**src/rtl/adc_framer_pkg.sv**
```systemverilog
package adc_framer_pkg;
  localparam int unsigned WORD_W    = 12;
  localparam int unsigned BUF_DEPTH = 2;
  localparam logic [WORD_W-1:0] TEST_WORD = 12'hA63;

  // Control set captured at each lane 1 word start.
  typedef struct packed {
    logic dual;
    logic align;
    logic twos;
    logic test;
  } ctl_t;
endpackage

```
**src/rtl/sample_buf.sv**
```systemverilog
module sample_buf #(
  parameter int unsigned W     = 12,
  parameter int unsigned DEPTH = 2,
  localparam int unsigned AW   = (DEPTH > 1) ? $clog2(DEPTH) : 1,
  localparam int unsigned CNTW = $clog2(DEPTH + 1)
) (
  input  logic            clk,
  input  logic            rst,
  input  logic            push,
  input  logic [W-1:0]    push_code,
  input  logic            push_ovr,
  input  logic [1:0]      pop_cnt,
  output logic [W-1:0]    head0_code,
  output logic            head0_ovr,
  output logic [W-1:0]    head1_code,
  output logic            head1_ovr,
  output logic [CNTW-1:0] count,
  output logic            full
);
  logic [W:0]    mem [DEPTH];
  logic [AW-1:0] rd_q, wr_q;
  logic [AW-1:0] rd_nxt1;

  function automatic logic [AW-1:0] step(input logic [AW-1:0] p, input int k);
    int s;
    s = int'(p) + k;
    if (s >= int'(DEPTH)) s = s - int'(DEPTH);
    return AW'(s);
  endfunction

  assign rd_nxt1 = step(rd_q, 1);
  assign {head0_ovr, head0_code} = mem[rd_q];
  assign {head1_ovr, head1_code} = mem[rd_nxt1];
  assign full = (count == CNTW'(DEPTH));

  always_ff @(posedge clk) begin
    if (push) mem[wr_q] <= {push_ovr, push_code};
  end

  always_ff @(posedge clk) begin
    if (rst) begin
      rd_q  <= '0;
      wr_q  <= '0;
      count <= '0;
    end else begin
      if (push) wr_q <= step(wr_q, 1);
      rd_q  <= step(rd_q, int'(pop_cnt));
      count <= count + CNTW'(push) - CNTW'(pop_cnt);
    end
  end
endmodule

```
**src/rtl/word_fmt.sv**
```systemverilog
module word_fmt #(
  parameter int unsigned W = 12,
  parameter logic [W-1:0] PATTERN = '0
) (
  input  logic         have,
  input  logic [W-1:0] code,
  input  logic         ovr,
  input  logic         twos,
  input  logic         test,
  output logic [W-1:0] word,
  output logic         flag
);
  always_comb begin
    word = ovr ? {W{code[W-1]}} : code;
    if (twos) word[W-1] = ~word[W-1];
    if (!have) word = '0;
    if (test) word = PATTERN;
    flag = have & ovr;
  end
endmodule

```
**src/rtl/lane_shift.sv**
```systemverilog
module lane_shift #(
  parameter int unsigned W = 12
) (
  input  logic         clk,
  input  logic         rst,
  input  logic         load,
  input  logic         shift_en,
  input  logic [W-1:0] word,
  input  logic         flag_in,
  output logic         bit_out,
  output logic         flag
);
  logic [W-1:0] sh_q;

  always_ff @(posedge clk) begin
    if (rst) begin
      sh_q <= '0;
      flag <= 1'b0;
    end else if (load) begin
      sh_q <= word;
      flag <= flag_in;
    end else if (shift_en) begin
      sh_q <= {sh_q[W-2:0], 1'b0};
    end
  end

  assign bit_out = sh_q[W-1];
endmodule

```
**src/rtl/adc_lane_framer.sv**
```systemverilog
module adc_lane_framer
  import adc_framer_pkg::*;
#(
  parameter int unsigned W       = WORD_W,
  parameter int unsigned DEPTH   = BUF_DEPTH,
  parameter logic [W-1:0] PATTERN = TEST_WORD
) (
  input  logic         clk,
  input  logic         rst,
  input  logic         smp_valid,
  output logic         smp_ready,
  input  logic [W-1:0] smp_code,
  input  logic         smp_ovr,
  input  logic         dual_lane,
  input  logic         word_align,
  input  logic         twos_fmt,
  input  logic         test_en,
  input  logic         pwr_down,
  output logic         lane1_bit,
  output logic         lane0_bit,
  output logic         lane0_en,
  output logic         frame,
  output logic         clk_en,
  output logic         out_range,
  output logic         overflow
);
  localparam int unsigned CW   = $clog2(W);
  localparam int unsigned HALF = W / 2;
  localparam int unsigned LAST = W - 1;
  localparam int unsigned CNTW = $clog2(DEPTH + 1);

  logic [CW-1:0]   cnt_q, cnt_n;
  logic            run_q, ovf_q;
  ctl_t            ctl_q, ctl_in, ctl_e;
  logic            active, start1, load0;
  logic [1:0]      ld, have, bits, flags;
  logic [1:0]      pop;
  logic [CNTW-1:0] count;
  logic            full;
  logic [W-1:0]    h0_code, h1_code;
  logic            h0_ovr, h1_ovr;
  logic [W-1:0]    code_sel [2];
  logic            ovr_sel  [2];
  logic [W-1:0]    wd       [2];
  logic [1:0]      wflag;

  assign active = ~pwr_down;
  assign cnt_n  = (cnt_q == CW'(LAST)) ? '0 : cnt_q + CW'(1);
  assign start1 = active && (cnt_n == '0);

  always_comb begin
    ctl_in.dual  = dual_lane;
    ctl_in.align = word_align & dual_lane;
    ctl_in.twos  = twos_fmt;
    ctl_in.test  = test_en;
    ctl_e = start1 ? ctl_in : ctl_q;
    load0 = active && ctl_e.dual &&
            (cnt_n == (ctl_e.align ? CW'(0) : CW'(HALF)));
    ld    = {start1, load0};
    have[1] = start1 && (count != '0);
    have[0] = load0 && (start1 ? (count >= CNTW'(2)) : (count != '0));
    pop   = {1'b0, have[1]} + {1'b0, have[0]};
    code_sel[1] = h0_code;
    ovr_sel[1]  = h0_ovr;
    code_sel[0] = start1 ? h1_code : h0_code;
    ovr_sel[0]  = start1 ? h1_ovr  : h0_ovr;
  end

  assign smp_ready = ~full;

  sample_buf #(.W(W), .DEPTH(DEPTH)) u_buf (
    .clk(clk), .rst(rst),
    .push(smp_valid & ~full), .push_code(smp_code), .push_ovr(smp_ovr),
    .pop_cnt(pop),
    .head0_code(h0_code), .head0_ovr(h0_ovr),
    .head1_code(h1_code), .head1_ovr(h1_ovr),
    .count(count), .full(full)
  );

  for (genvar g = 0; g < 2; g++) begin : g_lane
    word_fmt #(.W(W), .PATTERN(PATTERN)) u_fmt (
      .have(have[g]), .code(code_sel[g]), .ovr(ovr_sel[g]),
      .twos(ctl_e.twos), .test(ctl_e.test),
      .word(wd[g]), .flag(wflag[g])
    );
    lane_shift #(.W(W)) u_sh (
      .clk(clk), .rst(rst), .load(ld[g]), .shift_en(active),
      .word(wd[g]), .flag_in(wflag[g]),
      .bit_out(bits[g]), .flag(flags[g])
    );
  end

  always_ff @(posedge clk) begin
    if (rst) begin
      cnt_q <= CW'(LAST);
      run_q <= 1'b0;
      ctl_q <= '0;
      ovf_q <= 1'b0;
    end else begin
      ovf_q <= smp_valid & full;
      if (active) begin
        cnt_q <= cnt_n;
        run_q <= 1'b1;
        if (start1) ctl_q <= ctl_in;
      end else begin
        cnt_q <= CW'(LAST);
        run_q <= 1'b0;
      end
    end
  end

  assign lane1_bit = bits[1];
  assign lane0_bit = bits[0];
  assign lane0_en  = ctl_q.dual;
  assign frame     = run_q && (cnt_q < CW'(HALF));
  assign clk_en    = run_q;
  assign out_range = flags[1] | (ctl_q.dual & flags[0]);
  assign overflow  = ovf_q;
endmodule

```
**config.mk**
```make
export PLATFORM = sky130hd
export DESIGN_NAME = adc_lane_framer
export DESIGN_NICKNAME = d
export VERILOG_FILES = /design/src/rtl/adc_framer_pkg.sv /design/src/rtl/sample_buf.sv /design/src/rtl/word_fmt.sv /design/src/rtl/lane_shift.sv /design/src/rtl/adc_lane_framer.sv
export SDC_FILE = /design/constraint.sdc
export NUM_CORES = 1
export LEC_CHECK = 0
export ABC_AREA = 1
export BUFFER_PORTS_ARGS = -buffer_cell sky130_fd_sc_hd__buf_2
export CAP_MARGIN = 20
export CORE_MARGIN = 2
export CORE_UTILIZATION = 55
export CTS_CLUSTER_DIAMETER = 150
export DETAILED_ROUTE_END_ITERATION = 8
export PLACE_DENSITY = 0.74
export SETUP_SLACK_MARGIN = 0.1
export SLEW_MARGIN = 10
export SYNTH_ARGS = -nofsm -noshare
export SYNTH_HDL_FRONTEND = slang
export SYNTH_SLANG_ARGS = --single-unit
```
**constraint.sdc**
```tcl
create_clock -name clk -period 6.4 [get_ports clk]
set_input_delay 0.96 -clock clk [delete_from_list [all_inputs] [get_ports clk]]
set_output_delay 0.96 -clock clk [all_outputs]
set_load 0.03 [all_outputs]
```
After elaboration in Yosys (flattened, before gate mapping)
Memory sizes are Yosys's and may differ from the RTL's. A register that Yosys moved wholly into a read port is not among the register bits.
Index checks and enable logic that the tools add are counted.
Widths: inputs -> output; s select.
{ "op_classes": {"add_sub_neg": 10, "n_mux": 25, "n_eq_ne": 5, "magnitude_cmp": 5, "n_reduce_logical": 9, "bitwise_logic": 11} }
{ "ops": {"columns": ["cell", "count"], "rows": [
  ["$mux 12", 9],
  ["$mux 11", 2],
  ["$mux 1", 11],
  ["$mux 4", 2],
  ["$and 1x1->1", 6],
  ["$ge 2x2->1 const B", 3],
  ["$logic_and 1x1->1", 6],
  ["$add 1x1->2 const B", 2],
  ["$add 4x1->4 const B", 1],
  ["$eq 4x3->1", 1],
  ["$eq 4x4->1 const B", 1],
  ["$logic_not 4->1", 1],
  ["$lt 4x3->1 const B", 1],
  ["$ne 2x1->1 const B", 2],
  ["$not 1->1", 4],
  ["$add 1x2->3", 1],
  ["$ge 3x2->1 const B", 1],
  ["$mux 3", 1],
  ["$sub 1x1->1 const B", 3],
  ["$add 1x1->2", 1],
  ["$add 2x1->2", 1],
  ["$eq 2x2->1 const B", 1],
  ["$reduce_bool 2->1", 1],
  ["$reduce_or 2->1", 1],
  ["2 further kinds", 2]
]} }
{ "word_totals": {"output_inout_bits": 8, "memories": 1, "ram_bits": 26, "elab_cells": 80, "register_bits": 40, "in_bits": 21} }
{ "memory_table": {"columns": ["memory", "words", "word_bits", "read_ports", "rd_clocked_by_memory_dff", "write_ports", "line_no", "text"], "rows": [
  ["u_buf.mem", 2, 13, 2, 1, 1, "sample_buf.sv:20", "logic [W:0] mem [DEPTH];"]
]} }

Depth between registers and ports, before layout
Gate-level depths: netlist (run 1).
{ "logic_depth": {"depth_word": 14, "mapped_depth": 18, "ltp_nobuf": 18} }

Modules after synthesis
A second synthesis (run 1) with hierarchy kept.
{ "hier_totals": {"cells_unflattened": 532, "hier_area_um2": 3752.3} }
{ "by_module_without_submodules": {"columns": ["module", "instances", "area_per_inst_um2", "seq_area_each_um2", "cells_each"], "rows": [
  ["sample_buf", 1, 1362.6, 860.8, 134],
  ["lane_shift", 2, 626.9, 260.2, 94],
  ["adc_lane_framer", 1, 743.2, 200.2, 120],
  ["word_fmt", 2, 196.4, 0.0, 45]
]} }

Worst setup path before layout (run 1)
No wires, ideal clock.
{ "synth_path": {"path_type": "input port to flip-flop", "from": "input port pwr_down", "to": "register u_buf.count[1]", "path_buffers": 1, "setup_slack_ns": 3.181, "setup_time_ns": 0.071, "stages": 16, "t_required_ns": 6.329, "arrival_time_ns": 3.149, "cell_sequence": "inv_2 nand2_1 nor2_8 nand2_4 inv_2 buf_6 o21bai_4 nand3_4 inv_1 ha_1 ha_1 inv_1 ha_1 xor2_1 or2_2 a21oi_1"} }
{ "synth_between": {"elab_chain_cells": 9, "word_cells_on_any_way": 12, "classes_between": "2 x add/sub; 1 x eq/ne; 3 x mux; 1 x bitwise; 5 x reduce/logical"} }
{ "synth_lines": {"columns": ["element", "line_no", "text"], "rows": [
  ["start: declaration", "adc_lane_framer.sv:18", "input logic pwr_down,"],
  ["$not 1->1 (*)", "adc_lane_framer.sv:47", "assign active = ~pwr_down;"],
  ["$logic_and 1x1->1", "adc_lane_framer.sv:49", "assign start1 = active && (cnt_n == '0);"],
  ["$mux 4", null, null],
  ["$mux 3", "adc_lane_framer.sv:58", "(cnt_n == (ctl_e.align ? CW'(0) : CW'(HALF)));"],
  ["$eq 4x3->1", "adc_lane_framer.sv:58", null],
  ["$logic_and 1x1->1", "adc_lane_framer.sv:57", "load0 = active && ctl_e.dual &&"],
  ["$logic_and 1x1->1", "adc_lane_framer.sv:61", "have[0] = load0 && (start1 ? (count >= CNTW'(2)) : (count != '0));"],
  ["$add 1x1->2 (*)", "adc_lane_framer.sv:62", "pop = {1'b0, have[1]} + {1'b0, have[0]};"],
  ["$sub 2x2->2 (*)", "sample_buf.sv:48", "count <= count + CNTW'(push) - CNTW'(pop_cnt);"],
  ["end signal: assignment", "sample_buf.sv:48", null],
  ["end: declaration", "sample_buf.sv:17", "output logic [CNTW-1:0] count,"]
]} }
Every way passes the cells marked *; elsewhere a longest branch is shown, timed or not.
A chain may end at the register's enable or synchronous reset.

Worst setup path in the final report (run 1)
Same ends and word-level chain as after synthesis.

==> results of run 1 <==
## stage by stage
stage / area, um2 / util (%) / hold WS [ns] / total power, uW
CTS: 3650 / 61.9 / 0.461 / 1060
detailed placement: 3460 / 58.8 / 0.448 / 743
finish: 3660 / 62.1 / 0.462 / 1060
global placement: 3460 / 58.8 / 0.436 / 736
floorplan: 3310 / - / 0.423 / 693
global route: 3660 / 62.1 / 0.474 / 1120
## sequential cells by signal (all words and copies together), names as in the netlist
signal / cells
u_buf.count: 2
u_buf.wr_q: 1
overflow: 1
u_buf.mem: 26
lane0_en: 1
cnt_q: 4
g_lane.u_sh.sh_q: 24
ctl_q: 3
g_lane.u_sh.flag: 2
u_buf.rd_q: 1
clk_en: 1
## layout make-up
class | instances | area (um2)
repair buffers | 30 | 155
multi-input cells | 291 | 1480
inverters | 44 | 165
fillers | 534 | 2230
clock buffers | 14 | 173
clock inverters | 2 | 10.0
flip-flops and latches | 66 | 1580
well taps | 75 | 93.8
## Yosys cell counts
library cell and n:
buf_4 1, edfxtp_1 26, buf_2 4, clkinv_1 1, clkbuf_1 10, buf_1 1, nand2_2 3, dfxtp_1 40
ha_1 5, a22oi_1 1, nor2_8 2, o21ai_2 1, xor2_1 1, xnor2_1 2, nand3_4 2, o2111ai_1 1
inv_1 40, buf_6 2, or2_2 1, o21ai_1 9, o22ai_1 1, nand3b_1 1, o21ai_0 70, nand2_1 113
nand3_1 9, nand4_1 1, nor2_1 25, a21oi_1 29, o21bai_1 1, a21oi_2 3, nor3_1 1, nor2_2 2
o21bai_4 1, o21ai_4 1, inv_2 3, nor2_4 1, a21o_1 1, nand3_2 1, nand2_4 2
## power breakdown
group | internal [uW] | total [uW] | switching (uW)
sequential | 477 | 497 | 19.4
combinational | 78.0 | 241 | 163
clock | 172 | 322 | 150
## placed cells by master, fill, tap and decap left out, types with 5 or more instances in the layout
cell type | Yosys | layout
nand2_1 | 113 | 113
o21ai_0 | 70 | 70
inv_1 | 40 | 40
dfxtp_1 | 40 | 40
a21oi_1 | 29 | 29
buf_2 | 4 | 28
edfxtp_1 | 26 | 26
nor2_1 | 25 | 24
clkbuf_8 | 0 | 12
nand3_1 | 9 | 9
o21ai_1 | 9 | 9
ha_1 | 5 | 5
## worst max path at each step
stage / to / slack (ns)
finish: u_buf.count[1] / 2.71
global route: u_buf.count[1] / 2.51
CTS: u_buf.count[1] / 2.75
detailed placement: u_buf.count[1] / 2.40
global placement: u_buf.count[1] / 2.48
floorplan: u_buf.count[1] / 3.18
## logic make-up after synthesis
logic type	after synthesis	synth area share, %
adders and majority gates	5	1.89
xor gates and xnor gates	3	0.793
DFF	66	47.7
AOI/OAI and AO/OA	119	19.6
buffers and inverters	62	7.74
and+or+nand+nor	164	22.3
## critical path, cell delays in order
cell,delay (ns)
buf_2,0.19
inv_2,0.21
nand2_1,0.17
nor2_8,0.17
nand2_4,0.15
inv_2,0.38
o21bai_4,0.11
nand3_4,0.16
inv_1,0.08
ha_1,0.33
ha_1,0.28
inv_1,0.04
ha_1,0.17
xor2_1,0.15
or2_2,0.27
a21oi_1,0.13
## routing by layer
layer	vias to the layer above	part of all wire, %
met2	68	45
li1	1426	-
met5	-	0
met4	0	1.4
met3	7	4.0
met1	1178	49
==> out/results.ini, run 1 <==
[outcome]
status = completed

[grt]
grt-ovfl-total = 0
grt_max_degree = 53
grt_pass1_wl_um = 11100
globalRouteMet3Util_pct = 4.18
grt_util_met2_pct = 35.1
grt_use_met1_pct = 29.1
top_usage_layer = met2
grt_pass1_vias = 2481
antenna_found_initial = 0
grt_use_total_pct = 22.0

[die]
coreArea_um2 = 5890
io_pins = 29
row_count = 28
die_h_um = 81.6
die_w_um = 81.6
initial_utilization_pct = 56.3
die_area_um2 = 6660

[worst_setup_path]
r2r-end = u_buf.count[1]
crit_path_start_kind = input pin
cp-startpoint = pwr_down
rrSetupSlack_ns = 3.05
critPathCaptureType = flop
rr_startpoint = cnt_q[0]
path_class = in2reg
cp.arrival_ns = 3.96
cp_max_fo = 29
worstPathRequired_ns = 6.67
worstRegToRegCells = 17

[hold_path]
hold_end = g_lane[1].u_sh.sh_q[6]
min_from = g_lane[1].u_sh.sh_q[6]
hold_path_class = reg2reg
hold_depth = 2

[clocking]
cts_buffers = 9
ctsHtreeMaxLevel = 3
clk_path_buf_depth = 2
ctsHoldBuffers = 0
clock_sinks = 66
clock_latency_ns = 0.34
cts_setup_buffers = 0
post_cts_resized = 0
clockRootBuffer = clkbuf_8
clk_pin_slew_ns = 0.07
cts_tree = yes

[sta]
setup_ws_ns = 2.71
slew_violations = 0
clock_skew_ns = 0.0111
timing.final.crit_share_pct = 57.7
finalHoldViolCount = 0
slew_headroom_pct = 48.6
fin_setup_tns_ns = 0
min_period_ns = 3.69
max_freq_mhz = 271
grt_setup_unrepaired = no
final-setup-viol-count = 0
max_slew.worst_pin.slew_ns = 0.768

[run]
cap_viol_max_count = 0

[routing]
drc_errors = 0
ant_nets = 0
wl_um = 6570
vias = 2679
routedWlPerCell_um = 12.6
initialDrtViolationCount = 195
vias_per_cell = 5.13
dr.pass1.iters = 4

[final_layout]
fin_cells = 522
drive_gt1_share_pct = 15.2
n_antenna_cell = 0
final_nets = 468
syn_to_final_growth_pct = 10.3

[power_and_ir_drop]
ir_drop_uv = 180
powerDensity_nw_per_um2 = 290
cellLeakagePower_uw = 0.00153

[synth]
synth_top_area_share_pct = 24.2
syn_nets = 445
yosysSeqAreaShare_pct = 47.7
syn_inst = 419
synth_area_um2 = 3310
yosysUniqueCellTypes = 39
yosysTopAreaCell = dfxtp_1
synthTopCellsByArea = dfxtp_1 24%, edfxtp_1 24%, nand2_1 13%
avgSynthCellArea_um2 = 7.91
synth_seq_cells = 66
yosysWarnings = 0

[place]
place.gp.congestion = 0.798
post-place-cells = 505
placement.io_buffers = 28
place_ws_ns = 2.40
place_hpwl_um = 4820

Note: power is estimated with default switching activity, not from simulation.
==> inputs of run 2 (changes only) <==
==> constraint.sdc (replaced) <==
create_clock -name clk -period 3.8 [get_ports clk]
set_input_delay 0.57 -clock clk [delete_from_list [all_inputs] [get_ports clk]]
set_output_delay 0.57 -clock clk [all_outputs]
set_load 0.03 [all_outputs]
==> out/results.ini, run 2 (same netlist as run 1, synthesis figures left out) <==
[sta]
min_period_ns = 3.19
timing.final.crit_share_pct = 84.0
slew_headroom_pct = 49.1  ; +0.47 points
max_slew.worst_pin.slew_ns = 0.758  ; -0.00923 ns
final-setup-viol-count = 0  ; unchanged
slew_violations = 0  ; unchanged
fin_setup_tns_ns = 0  ; unchanged
grt_setup_unrepaired = no
whs_ns = 0.411  ; -0.0507 ns
finalHoldViolCount = 0  ; unchanged
max_freq_mhz = 313
clock_skew_ns = 0.0136  ; +0.00250 ns

[final_layout]
stdcell_area_um2 = 3670  ; +0.27%
final_common_cell = nand2_1
largest_reg_flops = 26  ; unchanged
drive_gt1_share_pct = 15.1  ; -0.068 points
n_antenna_cell = 0  ; unchanged
reg.largest.list = u_buf.mem: 26 flops, g_lane.u_sh.sh_q: 24 flops, cnt_q: 4 flops
layout_common_cells = 113 x nand2_1, 70 x o21ai_0, 40 x inv_1, 40 x dfxtp_1, 29 x a21oi_1
top_register = u_buf.mem
syn_to_final_growth_pct = 10.6
final_nets = 470  ; +0.43%
nFillCells = 511  ; -4.3%

[worst_setup_path]
path_class = reg2reg
worstPathRequired_ns = 4.07  ; -2.60 ns
cp.arrival_ns = 3.46  ; -0.50 ns
crit_path_start_kind = flop
critPathCaptureType = flop
cp_max_fo = 18  ; -38%

[grt]
grt_max_degree = 50  ; -5.7%
grt_pass1_vias = 2474  ; -0.28%
grt-ovfl-total = 0  ; unchanged
grt_pass1_wl_um = 10900  ; -1.4%
antenna_found_initial = 0  ; unchanged
grt_use_total_pct = 21.7  ; -0.35 points

[outcome]
status = completed

[routing]
vias_per_cell = 5.12  ; -0.23%
ant_nets = 0  ; unchanged
dr.pass1.iters = 4  ; unchanged
initialDrtViolationCount = 146  ; -25%
drc_errors = 0  ; unchanged
routedWlPerCell_um = 12.2  ; -3.4%
wl_um = 6370  ; -3.0%
vias = 2683  ; +0.15%

[die]
row_count = 28  ; unchanged
io_pins = 29  ; unchanged
die_area_um2 = 6660  ; unchanged
initial_utilization_pct = 56.3  ; unchanged
coreArea_um2 = 5890  ; unchanged
die_w_um = 81.6  ; unchanged
die_h_um = 81.6  ; unchanged

[clocking]
cts_buffers = 9  ; unchanged
post_cts_resized = 0  ; unchanged
clock_sinks = 66  ; unchanged
cts_tree = yes
clk_path_buf_depth = 2  ; unchanged
ctsHtreeMaxLevel = 3  ; unchanged
clock_latency_ns = 0.34  ; about the same
clk_pin_slew_ns = 0.07  ; about the same
ctsHoldBuffers = 0  ; unchanged
clockRootBuffer = clkbuf_8
cts_setup_buffers = 0  ; unchanged

[place]
place_hpwl_um = 4650  ; -3.6%
placement.io_buffers = 28  ; unchanged
dpl-instance-area_um2 = 3470  ; +0.22%
place.gp.congestion = 0.808  ; +1.2%

[power_and_ir_drop]
clockPowerShare_pct = 30.8  ; +0.4 points
powerDensity_nw_per_um2 = 489  ; +69%
combPwrFrac_pct = 22.6  ; about the same
ir_drop_uv = 399  ; +120%
swShare_pct = 31.0  ; -0.43 points
seq_power_share_pct = 46.6  ; -0.3 points
finalPower_uw = 1790  ; +69%
p_int_uw = 1240  ; +70%
p_sw_uw = 555  ; +67%
cellLeakagePower_uw = 0.00154  ; +0.54%

[hold_path]
hold_path_class = in2reg

[run]
cap_viol_max_count = 0  ; unchanged

[run 2: metal layers]
layer | vias to the layer above | track usage [%] | part of all wire (%)
met2 | 47 | 33.5 | 44
met4 | 0 | 8.33 | 1.6
met3 | 7 | 5.60 | 4.4
met1 | 1201 | 29.2 | 50
met5 | - | 0 | 0
li1 | 1428 | - | -
[run 2: area by class of cell]
cell class                      instances  area (um2)  area share, %
Timing Repair Buffer                   32         170           4.64
Multi-Input combinational cell        291        1480           40.2
Sequential cell                        66        1580           43.1
Inverter                               44         165           4.51
Clock inverter                          4        45.0           1.23
Tap cell                               75        93.8           2.56
Clock buffer                           12         135           3.69
[run 2: path summary, 6_finish.rpt]
| path | start | to | slack [ns] | cells past startpoint |
|---|---|---|---|---|
| worst max-delay path | cnt_q[0] | u_buf.count[1] | 0.61 | 18 |
| worst min-delay path | smp_code[4] | u_buf.mem[0][4] | 0.41 | 1 |
| worst max register to register | cnt_q[0] | u_buf.count[1] | 0.61 | 18 |
| worst min register to register | g_lane[0].u_sh.sh_q[5] | g_lane[0].u_sh.sh_q[5] | 0.45 | 2 |
[run 2: critical path, cell delays in order (launching register included)]
cell and delay [ns]:
dfxtp_1 0.41, ha_1 0.26, inv_1 0.06, nand2_1 0.10, nand2_4 0.09, nor2_8 0.12, nand2_4 0.15, nand2_1 0.11
nand2_1 0.11, nor2_4 0.14, nand3_4 0.15, inv_1 0.11, ha_1 0.27, ha_1 0.29, inv_1 0.04, ha_1 0.17
xor2_1 0.15, or2_2 0.27, a21oi_1 0.12
[run 2: stage by stage]
stage	util (%)	setup WS [ns]	cells
floorplan	-	0.966	419
detailed placement	59.0	0.331	506
finish	62.3	0.608	524
CTS	62.0	0.609	522
global route	62.3	0.371	524
global placement	59.0	0.487	506
[run 2: power by group through the flow]
stage	logic (uW)	registers [uW]	clock network (uW)
5_1_grt	467	842	594
3_5_place_dp	398	852	0
2_1_floorplan	318	850	0
4_1_cts	400	837	559
6_report	405	836	552
3_3_place_gp	391	850	0
